**src/rtl/dpg_pkg.sv**
```systemverilog
package dpg_pkg;

  // Classification of a register bus cycle against the page register
  typedef enum logic [1:0] {
    WR_NONE    = 2'd0,  // no write to the page register
    WR_FREE    = 2'd1,  // special-mode write, always taken, lock untouched
    WR_FIRST   = 2'd2,  // first normal-mode write, taken and locks
    WR_BLOCKED = 2'd3   // normal-mode write after lock, dropped
  } wr_kind_e;

  localparam int unsigned DPG_PAGE_W  = 8;
  localparam int unsigned DPG_OPER_W  = 8;
  localparam int unsigned DPG_GPAGE_W = 7;
  localparam int unsigned DPG_BUS_AW  = 5;

endpackage

```
**src/rtl/dpg_rst_sync.sv**
```systemverilog
module dpg_rst_sync #(
  parameter int unsigned STAGES = 2
) (
  input  logic clk,
  input  logic rst_n,
  output logic rst_sync_n
);

  logic [STAGES-1:0] sync_q;
  logic [STAGES-1:0] sync_d;

  always_comb begin
    sync_d = {sync_q[STAGES-2:0], 1'b1};
  end

  always_ff @(posedge clk or negedge rst_n) begin
    if (!rst_n) begin
      sync_q <= '0;
    end else begin
      sync_q <= sync_d;
    end
  end

  assign rst_sync_n = sync_q[STAGES-1];

endmodule

```
**src/rtl/dpg_page_reg.sv**
```systemverilog
module dpg_page_reg
  import dpg_pkg::*;
#(
  parameter int unsigned        PAGE_W   = DPG_PAGE_W,
  parameter int unsigned        BUS_AW   = DPG_BUS_AW,
  parameter logic [BUS_AW-1:0]  REG_ADDR = 5'h04
) (
  input  logic              clk,
  input  logic              rst_n,
  input  logic              special_mode,
  input  logic [BUS_AW-1:0] bus_addr,
  input  logic              bus_we,
  input  logic [PAGE_W-1:0] bus_wdata,
  output logic [PAGE_W-1:0] bus_rdata,
  output logic [PAGE_W-1:0] page_q,
  output logic              lock_q
);

  logic              hit;
  wr_kind_e          kind;
  logic              page_en;
  logic              lock_en;
  logic [PAGE_W-1:0] page_d;
  logic              lock_d;

  // Address decode
  always_comb begin
    hit = (bus_addr == REG_ADDR);
  end

  // Write classification
  always_comb begin
    kind = WR_NONE;
    if (bus_we && hit) begin
      if (special_mode) begin
        kind = WR_FREE;
      end else if (!lock_q) begin
        kind = WR_FIRST;
      end else begin
        kind = WR_BLOCKED;
      end
    end
  end

  // Next state and clock enables
  always_comb begin
    page_d  = page_q;
    lock_d  = lock_q;
    page_en = 1'b0;
    lock_en = 1'b0;
    unique case (kind)
      WR_FREE: begin
        page_d  = bus_wdata;
        page_en = 1'b1;
      end
      WR_FIRST: begin
        page_d  = bus_wdata;
        page_en = 1'b1;
        lock_d  = 1'b1;
        lock_en = 1'b1;
      end
      WR_BLOCKED: begin
        page_en = 1'b0;
      end
      default: begin
        page_en = 1'b0;
      end
    endcase
  end

  always_ff @(posedge clk or negedge rst_n) begin
    if (!rst_n) begin
      page_q <= '0;
    end else if (page_en) begin
      page_q <= page_d;
    end
  end

  always_ff @(posedge clk or negedge rst_n) begin
    if (!rst_n) begin
      lock_q <= 1'b0;
    end else if (lock_en) begin
      lock_q <= lock_d;
    end
  end

  // Read path
  always_comb begin
    bus_rdata = hit ? page_q : '0;
  end

endmodule

```
**src/rtl/dpg_addr_form.sv**
```systemverilog
module dpg_addr_form
  import dpg_pkg::*;
#(
  parameter int unsigned PAGE_W  = DPG_PAGE_W,
  parameter int unsigned OPER_W  = DPG_OPER_W,
  parameter int unsigned GPAGE_W = DPG_GPAGE_W,
  localparam int unsigned LOC_W  = PAGE_W + OPER_W,
  localparam int unsigned GLB_W  = GPAGE_W + LOC_W
) (
  input  logic [PAGE_W-1:0]  page,
  input  logic [OPER_W-1:0]  dir_operand,
  input  logic               glob_access,
  input  logic [GPAGE_W-1:0] gpage_in,
  input  logic [GPAGE_W-1:0] lexp_in,
  output logic [LOC_W-1:0]   local_addr,
  output logic [GLB_W-1:0]   global_addr
);

  logic [GPAGE_W-1:0] upper;

  always_comb begin
    local_addr = {page, dir_operand};
  end

  // Upper global bits: per-bit select between the two sources
  for (genvar gi = 0; gi < int'(GPAGE_W); gi++) begin : g_upper
    always_comb begin
      upper[gi] = glob_access ? gpage_in[gi] : lexp_in[gi];
    end
  end

  always_comb begin
    global_addr = {upper, local_addr};
  end

endmodule

```
**src/rtl/dpg_top.sv**
```systemverilog
module dpg_top
  import dpg_pkg::*;
#(
  parameter int unsigned        PAGE_W   = DPG_PAGE_W,
  parameter int unsigned        OPER_W   = DPG_OPER_W,
  parameter int unsigned        GPAGE_W  = DPG_GPAGE_W,
  parameter int unsigned        BUS_AW   = DPG_BUS_AW,
  parameter logic [BUS_AW-1:0]  REG_ADDR = 5'h04,
  localparam int unsigned       LOC_W    = PAGE_W + OPER_W,
  localparam int unsigned       GLB_W    = GPAGE_W + LOC_W
) (
  input  logic               clk,
  input  logic               rst_n,
  input  logic               special_mode,
  input  logic [BUS_AW-1:0]  bus_addr,
  input  logic               bus_we,
  input  logic [PAGE_W-1:0]  bus_wdata,
  output logic [PAGE_W-1:0]  bus_rdata,
  input  logic [OPER_W-1:0]  dir_operand,
  input  logic               glob_access,
  input  logic [GPAGE_W-1:0] gpage_in,
  input  logic [GPAGE_W-1:0] lexp_in,
  output logic [LOC_W-1:0]   local_addr,
  output logic [GLB_W-1:0]   global_addr
);

  logic              rst_sync_n;
  logic [PAGE_W-1:0] page_q;
  logic              lock_q;

  dpg_rst_sync #(.STAGES(2)) u_rst (
    .clk        (clk),
    .rst_n      (rst_n),
    .rst_sync_n (rst_sync_n)
  );

  dpg_page_reg #(
    .PAGE_W   (PAGE_W),
    .BUS_AW   (BUS_AW),
    .REG_ADDR (REG_ADDR)
  ) u_reg (
    .clk          (clk),
    .rst_n        (rst_sync_n),
    .special_mode (special_mode),
    .bus_addr     (bus_addr),
    .bus_we       (bus_we),
    .bus_wdata    (bus_wdata),
    .bus_rdata    (bus_rdata),
    .page_q       (page_q),
    .lock_q       (lock_q)
  );

  dpg_addr_form #(
    .PAGE_W  (PAGE_W),
    .OPER_W  (OPER_W),
    .GPAGE_W (GPAGE_W)
  ) u_addr (
    .page        (page_q),
    .dir_operand (dir_operand),
    .glob_access (glob_access),
    .gpage_in    (gpage_in),
    .lexp_in     (lexp_in),
    .local_addr  (local_addr),
    .global_addr (global_addr)
  );

endmodule

```
**config.mk**
```make
export PLATFORM = sky130hd
export DESIGN_NAME = dpg_top
export DESIGN_NICKNAME = d
export VERILOG_FILES = /design/src/rtl/dpg_pkg.sv /design/src/rtl/dpg_rst_sync.sv /design/src/rtl/dpg_page_reg.sv /design/src/rtl/dpg_addr_form.sv /design/src/rtl/dpg_top.sv
export SDC_FILE = /design/constraint.sdc
export NUM_CORES = 1
export LEC_CHECK = 0
export BUFFER_PORTS_ARGS = -buffer_cell sky130_fd_sc_hd__buf_2
export CORE_MARGIN = 3
export CORE_UTILIZATION = 33
export DETAILED_ROUTE_END_ITERATION = 12
export GPL_TIMING_DRIVEN = 0
export PLACE_DENSITY_LB_ADDON = 0.25
export SLEW_MARGIN = 5
export SYNTH_ARGS = -nofsm -noshare
export SYNTH_HDL_FRONTEND = slang
export SYNTH_SLANG_ARGS = --single-unit
```
**constraint.sdc**
```tcl
create_clock -name clk -period 1 [get_ports clk]
set_input_delay 0.2 -clock clk [delete_from_list [all_inputs] [get_ports clk]]
set_output_delay 0.2 -clock clk [all_outputs]
set_load 0.05 [all_outputs]
```
### Word level (Yosys, flattened, before mapping)

Cells that the tools add are included.

| storage, ports and cells | value |
|---|---|
| bits in registers | 11 |
| bits in latches | 0 |
| bits in writable memories | 0 |
| memory bits (read-only) | 0 |
| bits of input ports | 40 |
| output and inout bits | 47 |
| memories | 0 |

| operators by class | value |
|---|---|
| $add $sub $neg | 0 |
| multiply operators | 0 |
| div/mod/pow operators | 0 |
| magnitude comparators | 0 |
| equality and inequality tests | 3 |
| shift operators | 0 |
| mux-type cells | 13 |
| bitwise operators | 0 |
| reductions and logical operators | 4 |

Operators by type and width:

| cell | number |
|---|---|
| $mux W1 | 10 |
| $mux W8 | 1 |
| $eq A5 B3 Y1 const B | 1 |
| $mux W2 | 2 |
| $reduce_and A2 Y1 | 2 |
| $eq A2 B1 Y1 const B | 1 |
| $eq A2 B2 Y1 const B | 1 |
| $reduce_or A2 Y1 | 1 |
| $logic_and A1 B1 Y1 | 1 |

### Depth between registers and ports, before layout

| logic depth | value |
|---|---|
| depth in word-level cells | 7 |
| mapped depth | 5 |

### By module

From an unflattened synthesis, not the netlist that was laid out.

| unflattened totals | value |
|---|---|
| cells, all modules | 79 |
| area total of the unflattened synthesis | 874.6 um2 |

By module, submodules not included:

| module | times used | cells each | area each (um2) | sequential area each (um2) |
|---|---|---|---|---|
| dpg_page_reg | 1 | 36 | 464.2 | 225.2 |
| dpg_addr_form | 1 | 40 | 356.6 | 0.0 |
| dpg_rst_sync | 1 | 3 | 53.8 | 50.0 |

### Worst setup path before layout

Ideal clock, no wire load.

| path | value |
|---|---|
| path type | input to register |
| start | input port bus_addr[4] |
| end | register u_reg.page_q[0] |
| library setup time | 0.125 ns |
| arrival time | 1.416 ns |
| data required time | 0.875 ns |
| slack | -0.541 ns |
| stages on the path | 5 |
| buffers on the path | 1 |
| cell sequence | nor2_1 -> o2111ai_1 -> ha_1 -> buf_2 -> mux2_2 |

| on the way | value |
|---|---|
| word-level cells in the longest chain between the ends | 7 |
| elaborated cells between the ends (all ways) | 8 |
| those cells by class | eq/ne (3); mux (2); reduce/logical (3) |

RTL lines:

| what | line | source |
|---|---|---|
| start, declared | dpg_top.sv:15 | `input logic [BUS_AW-1:0] bus_addr,` |
| $eq A5 B3 Y1 * | dpg_page_reg.sv:28 | `hit = (bus_addr == REG_ADDR);` |
| $logic_and A1 B1 Y1 * | dpg_page_reg.sv:34 | `if (bus_we && hit) begin` |
| $mux W2 * | dpg_page_reg.sv:34 |  |
| $eq A2 B1 Y1 or $eq A2 B2 Y1 (tied branches) | dpg_page_reg.sv:51 | `unique case (kind)` |
| $reduce_or A2 Y1 (no line) * | - |  |
| $mux W1 | dpg_page_reg.sv:51 |  |
| $reduce_and A2 Y1 (no line) * | - |  |
| end signal, assigned | dpg_page_reg.sv:75 | `page_q <= page_d;` |
| end, declared | dpg_page_reg.sv:15 | `output logic [PAGE_W-1:0] page_q,` |

Every way passes the cells marked *; elsewhere a longest branch is shown, timed or not.
A chain may end at the register's enable or synchronous reset.

### Worst setup path after layout

| path | value |
|---|---|
| start | register u_reg.lock_q |
| end | register u_reg.page_q[1] |

| on the way | value |
|---|---|
| word-level cells in the longest chain between the ends | 7 |
| elaborated cells between the ends (all ways) | 8 |
| those cells by class | eq/ne (2); mux (4); reduce/logical (2) |

RTL lines:

| what | line | source |
|---|---|---|
| start, declared | dpg_page_reg.sv:16 | `output logic lock_q` |
| start signal, assigned | dpg_page_reg.sv:83 | `lock_q <= lock_d;` |
| $mux W1 * | dpg_page_reg.sv:37 | `end else if (!lock_q) begin` |
| $mux W2 * | dpg_page_reg.sv:35 | `if (special_mode) begin` |
| $mux W2 * | dpg_page_reg.sv:34 |  |
| $eq A2 B1 Y1 or $eq A2 B2 Y1 (tied branches) | dpg_page_reg.sv:51 |  |
| $reduce_or A2 Y1 (no line) * | - |  |
| $mux W1 | dpg_page_reg.sv:51 |  |
| $reduce_and A2 Y1 (no line) * | - |  |

Marks and branches as above.

==> impl_metrics.toml <==
[placed_design]
numPortBuffers = 77
place_hpwl_um = 1622
gp_congestion = 0.6283
preCtsSetupSlack_ps = -790.2
postPlaceCellArea_um2 = 1242
numPlacedInstances = 171

[global_route]
grt_first_pass_wirelength_um = 3477
antenna_found_initial = 0
grt-ovfl-total = 0
grt_usage_pct = 16.43
grt_max_degree = 11
grt_pass1_vias = 755

[worst_setup_path]
rr_endpoint = "u_reg.page_q[1]"
r2r-start = "u_reg.lock_q"
rrSetupSlack_ps = -380
arrival_ps = 1530
critical_path_class = "reg -> reg"
required_ps = 1150
cp-startpoint = "u_reg.lock_q"
critPathCaptureType = "register"
reg2reg_depth = 4
cp-start-kind = "register"
critPathCapture = "u_reg.page_q[1]"
path_max_fanout = 8

[finish]
syn_to_final_growth_pct = 130.7
nets = 200
n_antenna_cell = 0
final_util_pct = 84.83
fin_cells = 185
fin_area_um2 = 1749
drive_above_1_share_pct = 91.14

[synth]
syn_area_per_cell_um2 = 11.32
synth_seq_cells = 11
synth_nets = 108
syn_inst = 67
synth_top_area_share_pct = 36.30
synth_top_cell_by_area = "dfrtp_1"
synth_area_leaders = "dfrtp_1, buf_4, mux2_2"
synth.cell_area_um2 = 758.2
ys_seq_area_share_pct = 36.30
synth_warnings = 0
synth_cell_types = 12

[power_and_ir_drop]
pwr-share-seq_pct = 22.7
ir_worst_vdd_v = 0.001509
power_switching_mw = 1.266
p_total_mw = 2.881
powerDensity_nw_per_um2 = 1647
comb_power_share_pct = 66.9
cellLeakagePower_nw = 0.9437
internal_power_mw = 1.615
clkPwrFrac_pct = 10.4
switching_share_pct = 43.93

[run_status]
outcome = "finished with violations"
violations = "negative setup slack"

[clock_network]
htree_levels = 1
clkLatencyLatePin_ps = 260
clockBufferDepth = 2
cts-root-buf = "clkbuf_4"
cts_tree = "yes"
clkTransAtPathRegs_ps = 70
cts_buffers = 3
cts.sinks = 11

[worst_hold_path]
hp-class = "reg -> async"

[detailed_routing]
first_pass_iters = 3
routed_wl_um = 2666
vias = 819
vias_per_cell = 4.427
ant_nets = 0
route.detailed.drc = 0
met2_length_um = 1454
topRoutingLayerUsed = "met3"
drt-met1-wl_um = 852
initialDrtViolationCount = 2
wire_per_inst_um = 14.41
wl_met3_um = 359

[timing]
setup_ws_ps = -383.0
period_share_pct = 138.3
final.setup.tns_ps = -7628
period_minus_slack_ps = 1383
hold_violations = 0
timing.fmax_mhz = 723.1
slew_violations = 0
setup-violations-final = 33
fin_hold_ws_ps = 146.0
fin_skew_ps = 5.541
rsz0062_at_grt = "yes"

[floorplanning]
core_area_um2 = 2062
die_y_um = 53.94
num_rows = 16
ios = 87
dieWidth_um = 53.94
initial_core_util_pct = 36.77
die_area_um2 = 2909

[flow_run]
cap_violations = 0
## cell usage in the layout (no fill, tap or decap), types with 2 or more instances in the layout
| master | n |
|---|---|
| dfrtp_1 | 9 |
| buf_6 | 26 |
| buf_2 | 44 |
| and3_4 | 8 |
| dfrtp_2 | 2 |
| buf_4 | 18 |
| buf_8 | 24 |
| mux2_4 | 15 |
| clkbuf_4 | 3 |
## timing repair
action | CTS | global route
pin swaps | 2 | 3
endpoints found under the hold margin | 2 | 0
hold buffers | 1 | 0
buffers inserted | 2 | 9
endpoints found under the setup margin | 40 | 35
resized for setup | 101 | 17
## worst min path at each step
stage               slack, ps              end            start  depth (start not counted)
global placement          -10  u_rst.sync_q[0]            rst_n                          1
global route              160  u_reg.page_q[7]     bus_wdata[7]                          2
floorplan                -100  u_rst.sync_q[0]            rst_n                          0
detailed placement        -10  u_rst.sync_q[0]            rst_n                          1
finish                    150  u_reg.page_q[4]  u_rst.sync_q[1]                          0
CTS                       150  u_reg.page_q[5]  u_rst.sync_q[1]                          0
## layout make-up
cell class                 instances  area [um^2]
sequential                        11        277.8
tap                               27        33.78
clock buffer                       4        26.28
buffer                            26        236.5
fill                             119        312.8
multi-input combinational         30        392.9
timing repair buffer              87        782.0
## power groups by stage
stage	clock [mW]	sequential (mW)	combinational, mW
after floorplan	0	0.861	0.816
after CTS	0.305	0.648	1.72
after detailed placement	0	0.614	1.34
final	0.299	0.654	1.93
after global placement	0	0.611	1.33
after global routing	0.325	0.665	2.00
## critical path, cell delays in order, from the launching register on
cell	delay [ps]
dfrtp_1	390
o2111ai_2	160
ha_1	260
buf_6	160
mux2_4	300
## cells by family (layout without fill, tap and decap cells)
logic type	Yosys count	count (layout)	share of synthesized area, %
buffers and inverters	26	117	25.08
other	1	1	0.4946
AOI/OAI and AO/OA	1	1	1.155
DFF	11	11	36.30
muxes	15	15	22.28
and+or+nand+nor	12	12	13.04
adders and majority gates	1	1	1.650
## state kept, by name, summed over array words and instances (netlist names)
register and flops:
u_reg.lock_q 1, u_rst.sync_q 2, u_reg.page_q 8
## per-layer routing
metal / track usage (%) / vias up
li1: - / 388
met1: 17.66 / 378
met2: 30.44 / 53
met3: 4.709 / 0
met4: 5.106 / 0
met5: 0 / -
## synthesized netlist by cell type
cell type,count
nor2_1,1
conb_1,1
or2_2,1
ha_1,1
mux2_2,15
and3_2,8
buf_4,24
buf_2,2
and4b_1,1
dfrtp_1,11
o2111ai_1,1
nor3b_4,1
Power figures use the tool's default switching activity.
